<file path="src/rtl/gpio_irq_pkg.sv">
package gpio_irq_pkg;
  localparam int ADDR_W = 6;

  localparam logic [ADDR_W-1:0] OFS_PEND = 6'h14;
  localparam logic [ADDR_W-1:0] OFS_ENAB = 6'h18;
  localparam logic [ADDR_W-1:0] OFS_FRC  = 6'h1C;
  localparam logic [ADDR_W-1:0] OFS_POL  = 6'h20;

  typedef enum logic [2:0] {
    SEL_NONE,
    SEL_PEND,
    SEL_ENAB,
    SEL_FRC,
    SEL_POL
  } reg_sel_e;

  function automatic reg_sel_e decode_ofs(input logic [ADDR_W-1:0] a);
    case (a)
      OFS_PEND: decode_ofs = SEL_PEND;
      OFS_ENAB: decode_ofs = SEL_ENAB;
      OFS_FRC:  decode_ofs = SEL_FRC;
      OFS_POL:  decode_ofs = SEL_POL;
      default:  decode_ofs = SEL_NONE;
    endcase
  endfunction
endpackage

</file>
<file path="src/rtl/pin_edge_det.sv">
module pin_edge_det #(
  parameter int NPIN = 8
) (
  input  logic            clk,
  input  logic            rst,
  input  logic [NPIN-1:0] pin_i,
  input  logic [NPIN-1:0] pol_i,
  output logic [NPIN-1:0] hit_o
);
  logic [NPIN-1:0] prev_q;

  always_ff @(posedge clk) begin
    if (rst) prev_q <= '0;
    else     prev_q <= pin_i;
  end

  for (genvar i = 0; i < NPIN; i++) begin : g_pin
    logic rise, fall;
    assign rise     = pin_i[i] & ~prev_q[i];
    assign fall     = ~pin_i[i] & prev_q[i];
    assign hit_o[i] = pol_i[i] ? rise : fall;
  end

  AST_STEADY_NO_HIT: assert property (@(posedge clk) disable iff (rst)
    (pin_i == $past(pin_i)) |-> (hit_o == '0));
endmodule

</file>
<file path="src/rtl/pend_latch.sv">
module pend_latch #(
  parameter int NPIN = 8
) (
  input  logic            clk,
  input  logic            rst,
  input  logic [NPIN-1:0] set_i,
  input  logic [NPIN-1:0] clr_i,
  output logic [NPIN-1:0] pend_o
);
  logic [NPIN-1:0] pend_q;

  always_ff @(posedge clk) begin
    if (rst) pend_q <= '0;
    else     pend_q <= (pend_q & ~clr_i) | set_i;
  end

  assign pend_o = pend_q;

  AST_CLEAR_TAKES: assert property (@(posedge clk) disable iff (rst)
    (|(clr_i & ~set_i)) |=> ((pend_q & $past(clr_i & ~set_i)) == '0));
  AST_SET_WINS: assert property (@(posedge clk) disable iff (rst)
    (|set_i) |=> ((pend_q & $past(set_i)) == $past(set_i)));
endmodule

</file>
<file path="src/rtl/port_regs.sv">
module port_regs
  import gpio_irq_pkg::*;
#(
  parameter int NPIN = 8
) (
  input  logic              clk,
  input  logic              rst,
  input  logic              wr_i,
  input  logic [ADDR_W-1:0] addr_i,
  input  logic [NPIN-1:0]   wdata_i,
  input  logic [NPIN-1:0]   pend_i,
  output logic [NPIN-1:0]   enab_o,
  output logic [NPIN-1:0]   frc_o,
  output logic [NPIN-1:0]   pol_o,
  output logic [NPIN-1:0]   clr_o,
  output logic [NPIN-1:0]   rdata_o
);
  reg_sel_e        sel;
  logic [NPIN-1:0] rd_mux;

  assign sel   = decode_ofs(addr_i);
  assign clr_o = (wr_i && sel == SEL_PEND) ? wdata_i : '0;

  always_ff @(posedge clk) begin
    if (rst) begin
      enab_o <= '0;
      frc_o  <= '0;
      pol_o  <= '0;
    end else if (wr_i) begin
      if (sel == SEL_ENAB) enab_o <= wdata_i;
      if (sel == SEL_FRC)  frc_o  <= wdata_i;
      if (sel == SEL_POL)  pol_o  <= wdata_i;
    end
  end

  always_comb begin
    case (sel)
      SEL_PEND: rd_mux = pend_i;
      SEL_ENAB: rd_mux = enab_o;
      SEL_FRC:  rd_mux = frc_o;
      SEL_POL:  rd_mux = pol_o;
      default:  rd_mux = '0;
    endcase
  end

  always_ff @(posedge clk) begin
    if (rst) rdata_o <= '0;
    else     rdata_o <= rd_mux;
  end

  AST_FRC_RELEASE: assert property (@(posedge clk) disable iff (rst)
    (wr_i && sel == SEL_FRC && wdata_i == '0) |=> (frc_o == '0));
endmodule

</file>
<file path="src/rtl/gpio_port_irq.sv">
module gpio_port_irq
  import gpio_irq_pkg::*;
#(
  parameter int NPIN = 8
) (
  input  logic              clk,
  input  logic              rst,
  input  logic [NPIN-1:0]   pin_i,
  input  logic              bus_wr,
  input  logic [ADDR_W-1:0] bus_addr,
  input  logic [NPIN-1:0]   bus_wdata,
  output logic [NPIN-1:0]   bus_rdata,
  output logic              irq_o
);
  logic [NPIN-1:0] hit, pend, enab, frc, pol, clr, set_bits;

  pin_edge_det #(.NPIN(NPIN)) u_det (
    .clk(clk), .rst(rst), .pin_i(pin_i), .pol_i(pol), .hit_o(hit)
  );

  assign set_bits = hit | frc;

  pend_latch #(.NPIN(NPIN)) u_pend (
    .clk(clk), .rst(rst), .set_i(set_bits), .clr_i(clr), .pend_o(pend)
  );

  port_regs #(.NPIN(NPIN)) u_regs (
    .clk(clk), .rst(rst), .wr_i(bus_wr), .addr_i(bus_addr),
    .wdata_i(bus_wdata), .pend_i(pend), .enab_o(enab), .frc_o(frc),
    .pol_o(pol), .clr_o(clr), .rdata_o(bus_rdata)
  );

  always_ff @(posedge clk) begin
    if (rst) irq_o <= 1'b0;
    else     irq_o <= |(pend & enab);
  end

  AST_IRQ_RAISE: assert property (@(posedge clk) disable iff (rst)
    (|(pend & enab)) |=> irq_o);
  AST_IRQ_QUIET: assert property (@(posedge clk) disable iff (rst)
    ((pend & enab) == '0) |=> !irq_o);
  AST_HIT_LATCHES: assert property (@(posedge clk) disable iff (rst)
    (|hit) |=> ((pend & $past(hit)) == $past(hit)));
endmodule

</file>
<file path="config.mk">
export PLATFORM = sky130hd
export DESIGN_NAME = gpio_port_irq
export DESIGN_NICKNAME = d
export VERILOG_FILES = /design/src/rtl/gpio_irq_pkg.sv /design/src/rtl/pin_edge_det.sv /design/src/rtl/pend_latch.sv /design/src/rtl/port_regs.sv /design/src/rtl/gpio_port_irq.sv
export SDC_FILE = /design/constraint.sdc
export NUM_CORES = 1
export LEC_CHECK = 0
export CAP_MARGIN = 20
export CORE_MARGIN = 5
export CORE_UTILIZATION = 40
export CTS_CLUSTER_DIAMETER = 40
export DETAILED_ROUTE_END_ITERATION = 7
export PLACE_DENSITY = 0.68
export SLEW_MARGIN = 10
export SYNTH_ARGS = -nofsm -noshare
export SYNTH_HDL_FRONTEND = slang
export SYNTH_SLANG_ARGS = --single-unit
export TNS_END_PERCENT = 30
</file>
<file path="constraint.sdc">
create_clock -name clk -period 1.9 [get_ports clk]
set_input_delay 0.38 -clock clk [delete_from_list [all_inputs] [get_ports clk]]
set_output_delay 0.38 -clock clk [all_outputs]
set_load 0.02 [all_outputs]
</file>
Word level (Yosys, flattened, before mapping)
Index checks and enable logic that the tools add are counted.
{"block": "op_classes", "n_eq_ne": 8, "n_mux": 11, "bitwise": 37, "reduce_logical": 5}
{"cell": "8-bit one-hot mux with 4 select lines", "count": 1}
{"cell": "6-bit by 5-bit == test with 1-bit output, second input constant", "count": 3}
{"cell": "1-bit bitwise AND", "count": 16}
{"cell": "8-bit bitwise AND", "count": 2}
{"cell": "1-bit inverter", "count": 16}
{"cell": "8-bit OR", "count": 2}
{"cell": "3-bit one-hot mux with 4 select lines", "count": 1}
{"cell": "1-bit 2-to-1 mux", "count": 8}
{"cell": "8-bit 2-to-1 mux", "count": 1}
{"cell": "8-bit inverter", "count": 1}
{"cell": "8-bit OR reduction", "count": 1}
{"cell": "3-bit by 2-bit == test with 1-bit output, second input constant", "count": 2}
{"cell": "6-bit == test, second input constant", "count": 1}
{"cell": "2-bit AND reduction", "count": 3}
{"cell": "3-bit by 1-bit == test with 1-bit output, second input constant", "count": 1}
{"cell": "3-bit == test, second input constant", "count": 1}
{"cell": "1-bit logical AND", "count": 1}
{"block": "totals", "register_bits": 49, "output_inout_bits": 9}

Logic depth before layout (Yosys ltp)
{"block": "logic_depth", "word_depth": 8, "mapped_depth": 4}

Hierarchy
Synthesis repeated with hierarchy kept, for this count alone.
{"block": "hier_totals", "cells_unflattened": 273, "area_unflattened_um2": 2562.5}
{"mod": "port_regs", "n_inst": 1, "cells_per_inst": 186, "area_each_um2": 1679.1, "seq_area_each_um2": 640.6}
{"mod": "pin_edge_det", "n_inst": 1, "cells_per_inst": 40, "area_each_um2": 392.9, "seq_area_each_um2": 160.2}
{"mod": "pend_latch", "n_inst": 1, "cells_per_inst": 33, "area_each_um2": 381.6, "seq_area_each_um2": 160.2}
{"mod": "gpio_port_irq", "n_inst": 1, "cells_per_inst": 14, "area_each_um2": 108.9, "seq_area_each_um2": 20.0}

Worst setup path after synthesis
OpenSTA, ideal clock, no wires.
{"block": "synth_timing", "path_kind": "input-to-reg", "start": "input bus_addr[5]", "end": "register u_pend.pend_q[0] (netlist: u_pend.pend_o[0])", "setup_time_ns": 0.132, "arrival_ns": 1.372, "slack_ns": 0.396, "path_stages": 4, "path_buffers": 1, "cell_sequence": "or4b_1 -> buf_6 -> o41ai_1 -> a21oi_1"}
{"block": "synth_via", "elab_chain_cells": 8}
{"element": "start: declaration", "line": "gpio_port_irq.sv:10", "rtl": "input logic [ADDR_W-1:0] bus_addr,"}
{"element": "6-bit == test / 6-bit by 5-bit == test with 1-bit output (equally long branches)", "line": "gpio_irq_pkg.sv:18", "rtl": "case (a)"}
{"element": "3-bit one-hot mux with 4 select lines *", "line": "gpio_irq_pkg.sv:18"}
{"element": "3-bit by 1-bit == test with 1-bit output *", "line": "port_regs.sv:22", "rtl": "assign clr_o = (wr_i && sel == SEL_PEND) ? wdata_i : '0;"}
{"element": "1-bit logical AND *", "line": "port_regs.sv:22"}
{"element": "8-bit 2-to-1 mux *", "line": "port_regs.sv:22"}
{"element": "8-bit inverter *", "line": "pend_latch.sv:14", "rtl": "else pend_q <= (pend_q & ~clr_i) | set_i;"}
{"element": "8-bit bitwise AND *", "line": "pend_latch.sv:14"}
{"element": "8-bit OR *", "line": "pend_latch.sv:14"}
{"element": "end signal: assignment", "line": "pend_latch.sv:14"}
{"element": "end: declaration", "line": "pend_latch.sv:10", "rtl": "logic [NPIN-1:0] pend_q;"}
Every way passes the cells marked *; elsewhere a longest branch is shown, timed or not.
A chain may end at the register's enable or synchronous reset.

Worst setup path after layout
{"block": "layout_timing", "start": "input bus_addr[5]", "end": "register u_regs.frc_o[4]"}
{"block": "layout_via", "elab_chain_cells": 4}
{"element": "6-bit == test / 6-bit by 5-bit == test with 1-bit output (equally long branches)", "line": "gpio_irq_pkg.sv:18"}
{"element": "3-bit one-hot mux with 4 select lines *", "line": "gpio_irq_pkg.sv:18"}
{"element": "3-bit by 2-bit == test with 1-bit output *", "line": "port_regs.sv:31", "rtl": "if (sel == SEL_FRC) frc_o <= wdata_i;"}
{"element": "2-bit AND reduction (no line) *"}
{"element": "end signal: assignment", "line": "port_regs.sv:31"}
{"element": "end: declaration", "line": "port_regs.sv:13", "rtl": "output logic [NPIN-1:0] frc_o,"}
Marked as above.

==> reports/results.md <==
### Outcome
- result of the run: completed

### Cells and area
- area of the multi-input gates: 1250 sq um
- proportion of layout cells with a drive suffix above 1: 0.153
- Layout Cells excl Fill: 367
- Final nets: 320
- final standard cell utilization of the core: 0.528
- sequential cell area in the final layout: 981 sq um
- # diodes: 0
- synthesis-to-finish area growth: 26.6%
- Filler Cells Inserted: 539

### Clock network
- clock latency reported for the late side of the worst-skew pair: 300 ps
- number of buffers on the longest clock path: 2
- TritonCTS clock tree: built
- clock-pin slew of the registers on the worst-case setup and hold paths: 90 ps
- total CTS buffers: 5
- clock sink count: 49
- library cell used as clock root buffer: sky130_fd_sc_hd__clkbuf_8
- number of buffers inserted by hold repair at cts: 0
- count of H-tree levels built during CTS: 2

### Synth
- flop and latch count out of synthesis: 49
- Netlist Area Pre-Place: 2340 sq um
- mean instance size in the synthesized netlist: 9.43 sq um
- Cell variety after synth: 29
- proportion of synthesized chip area in sequential cells: 0.419
- synth warn: 0
- Syn Nets: 273
- synthesized netlist cell count: 248

### Worst hold path
- class of the worst hold path: reg2reg

### Floorplan
- standard cell core area: 5610 sq um
- area enclosed by the die boundary: 7480 sq um
- Top-Level Pins: 34
- die extent in y: 86.5 um
- starting utilization of the core area: 0.417
- cell row count: 27
- Die Wd: 86.5 um

### Critical path
- required time worst endpoint: 2140 ps
- Crit Path Class: in2reg
- worst path cell trace: clkdlybuf4s50_1 > or4b_1 > buf_4 > nor2_8 > mux2i_1
- peak per-stage delay on the critical path: 510 ps
- Slowest-stage cell, CP: sky130_fd_sc_hd__or4b_1
- Setup crit end kind: flip-flop
- cell family with the largest share of critical-path delay: simple AND/OR/NAND/NOR gates
- arrival time of the worst setup path: 2010 ps
- highest fanout seen on the critical path: 9
- critical path buffer and inverter count: 2
- startpoint types: primary input

### STA
- Slew Limit Headroom: 0.637
- Final setup viols: 0
- setup repair after global routing missed its margin: false
- number of hold violations in the final report: 0
- Post-Route Hold Slack: 489 ps
- ratio of final minimum period to clock period: 0.933
- Fin Clk Skew: 5.81 ps
- actual slew at the worst max-slew pin: 534 ps
- highest attainable clock frequency: 0.564 GHz
- Final Max Tran Viols: 0
- post-layout min period: 1770 ps
- Fin Setup TNS: 0 ps

### Placed design
- placed wire-length estimate after detailed placement: 4250 um
- Routability Congestion: 0.861
- port buffer count: 33
- Placed Instances: 360

### Detailed routing
- total DRC errors in the routed layout: 0
- number of optimization iterations in the first detailed-route pass: 4
- final wirelength: 6000 um
- antenna-violating nets left: 0
- DR vias/cell: 5.69
- Detailed Route Iter0 Violations: 242
- WL/cell: 16.3 um
- total vias in the final route: 2090

### Pwr
- power per unit of standard cell area: 646 nW/um^2
- leak pwr: 1.09 nW
- Worst VDD drop: 296 uV

### Flow run
- number of max-cap violations: 0

### Global routing
- largest net degree at the start of global routing: 50
- vias in the first global route: 1954
- all-layer global routing usage: 0.166
- GRT overflow: 0
- wire length of the first global-routing pass: 9730 um
- initial antenna violation count: 0

==> worst min-delay path, cell delays in order, from the launching register on <==
cell and delay (ps):
sky130_fd_sc_hd__dfxtp_1 330, sky130_fd_sc_hd__o41ai_1 60, sky130_fd_sc_hd__a21oi_1 50
==> power by group <==
part / total (mW) / switching, mW / internal [mW]
Clock: 0.621 / 0.332 / 0.289
Sequential: 1.06 / 0.0148 / 1.05
Combinational: 0.229 / 0.113 / 0.116
Total: 1.91 / 0.460 / 1.45
==> sequential cells by signal, indices dropped and copies added, names as in the netlist <==
name            cells
irq_o               1
u_regs.pol_o        8
u_pend.pend_o       8
u_regs.enab_o       8
u_det.prev_q        8
u_regs.rdata_o      8
u_regs.frc_o        8
==> per-stage QoR <==
stage	area, sq um	setup slack, ps	power (mW)
after floorplan	2340	396	1.19
after global placement	2870	-172	1.31
after detailed placement	2870	-175	1.31
after CTS	2950	128	1.92
after global routing	2960	43.0	1.99
final	2960	127	1.91
==> layout by cell type, fill, tap and decap left out, types with 2 or more instances in the layout <==
cell type                         instances
sky130_fd_sc_hd__dfxtp_1                 49
sky130_fd_sc_hd__clkdlybuf4s50_1         33
sky130_fd_sc_hd__buf_4                   26
sky130_fd_sc_hd__nand2b_1                24
sky130_fd_sc_hd__nor2b_1                 17
sky130_fd_sc_hd__nand3_1                 17
sky130_fd_sc_hd__a21oi_1                 16
sky130_fd_sc_hd__mux2i_1                 16
sky130_fd_sc_hd__nor2_1                   9
sky130_fd_sc_hd__nand4b_1                 9
sky130_fd_sc_hd__inv_1                    8
sky130_fd_sc_hd__o41ai_1                  8
sky130_fd_sc_hd__a221oi_1                 8
sky130_fd_sc_hd__mux2_2                   8
sky130_fd_sc_hd__nand4_1                  8
sky130_fd_sc_hd__a311oi_1                 8
sky130_fd_sc_hd__o21ai_0                  8
sky130_fd_sc_hd__clkbuf_8                 6
sky130_fd_sc_hd__a22oi_1                  4
sky130_fd_sc_hd__or3_1                    2
==> Yosys cell counts (all sizes together) <==
cell,instances,area (sq um)
nand2b,24,150
clkbuf,11,41.3
or4b,1,10.0
o21ai,8,40.0
o41ai,8,70.1
or3,2,12.5
a21oi,16,80.1
nand4bb,1,11.3
a221oi,8,70.1
a41oi,1,8.76
a22oi,4,30.0
nand3,17,85.1
nand4,8,50.1
nand4b,9,78.8
a311oi,8,70.1
buf,8,45.0
nor2b,18,113
inv,8,30.0
nor2,10,53.8
mux2,8,90.1
nor3,1,10.0
dfxtp,49,981
nor4bb,1,10.0
nor4b,1,23.8
nand2,1,3.75
mux2i,17,170
==> final cells by class <==
| class | instances | share of cell area |
|---|---|---|
| multi-input cells | 172 | 0.421 |
| flip-flops and latches | 49 | 0.331 |
| repair buffers | 59 | 0.178 |
| well taps | 72 | 0.0304 |
| clock buffers | 7 | 0.0292 |
| inverters | 8 | 0.0101 |
==> cell families after synthesis <==
| kind of cell | after synthesis | synth area share |
|---|---|---|
| simple gates | 94 | 0.262 |
| buf+inv | 27 | 0.0498 |
| flops | 49 | 0.419 |
| compound gates | 53 | 0.158 |
| mux | 25 | 0.111 |
==> path summary, 6_finish.rpt <==
check             depth (start not counted)          endpoint  slack (ps)        startpoint
hold reg to reg                           2  u_pend.pend_o[7]         490  u_pend.pend_o[7]
setup reg to reg                          3  u_pend.pend_o[6]         870   u_regs.pol_o[6]
setup / recovery                          5   u_regs.frc_o[4]         130       bus_addr[5]
hold / removal                            2  u_pend.pend_o[7]         490  u_pend.pend_o[7]
==> metal layers <==
| layer | share of wire | track usage | vias to the layer above | wire length, um |
|---|---|---|---|---|
| met1 | 0.46 | 0.231 | 977 | 2760 |
| met3 | 0.073 | 0.0428 | 11 | 435 |
| met5 | 0 | 0 | - | 0 |
| li1 | - | - | 1016 | - |
| met4 | 0.017 | 0.0609 | 0 | 102 |
| met2 | 0.45 | 0.248 | 86 | 2700 |
==> timing repair <==
action / 4_1_cts / 5_1_grt
buffers inserted: 0 / 0
endpoints found under the setup margin: 0 / 1
gates resized for setup: 0 / 2
No activity file was read; power rests on OpenSTA's default activity.
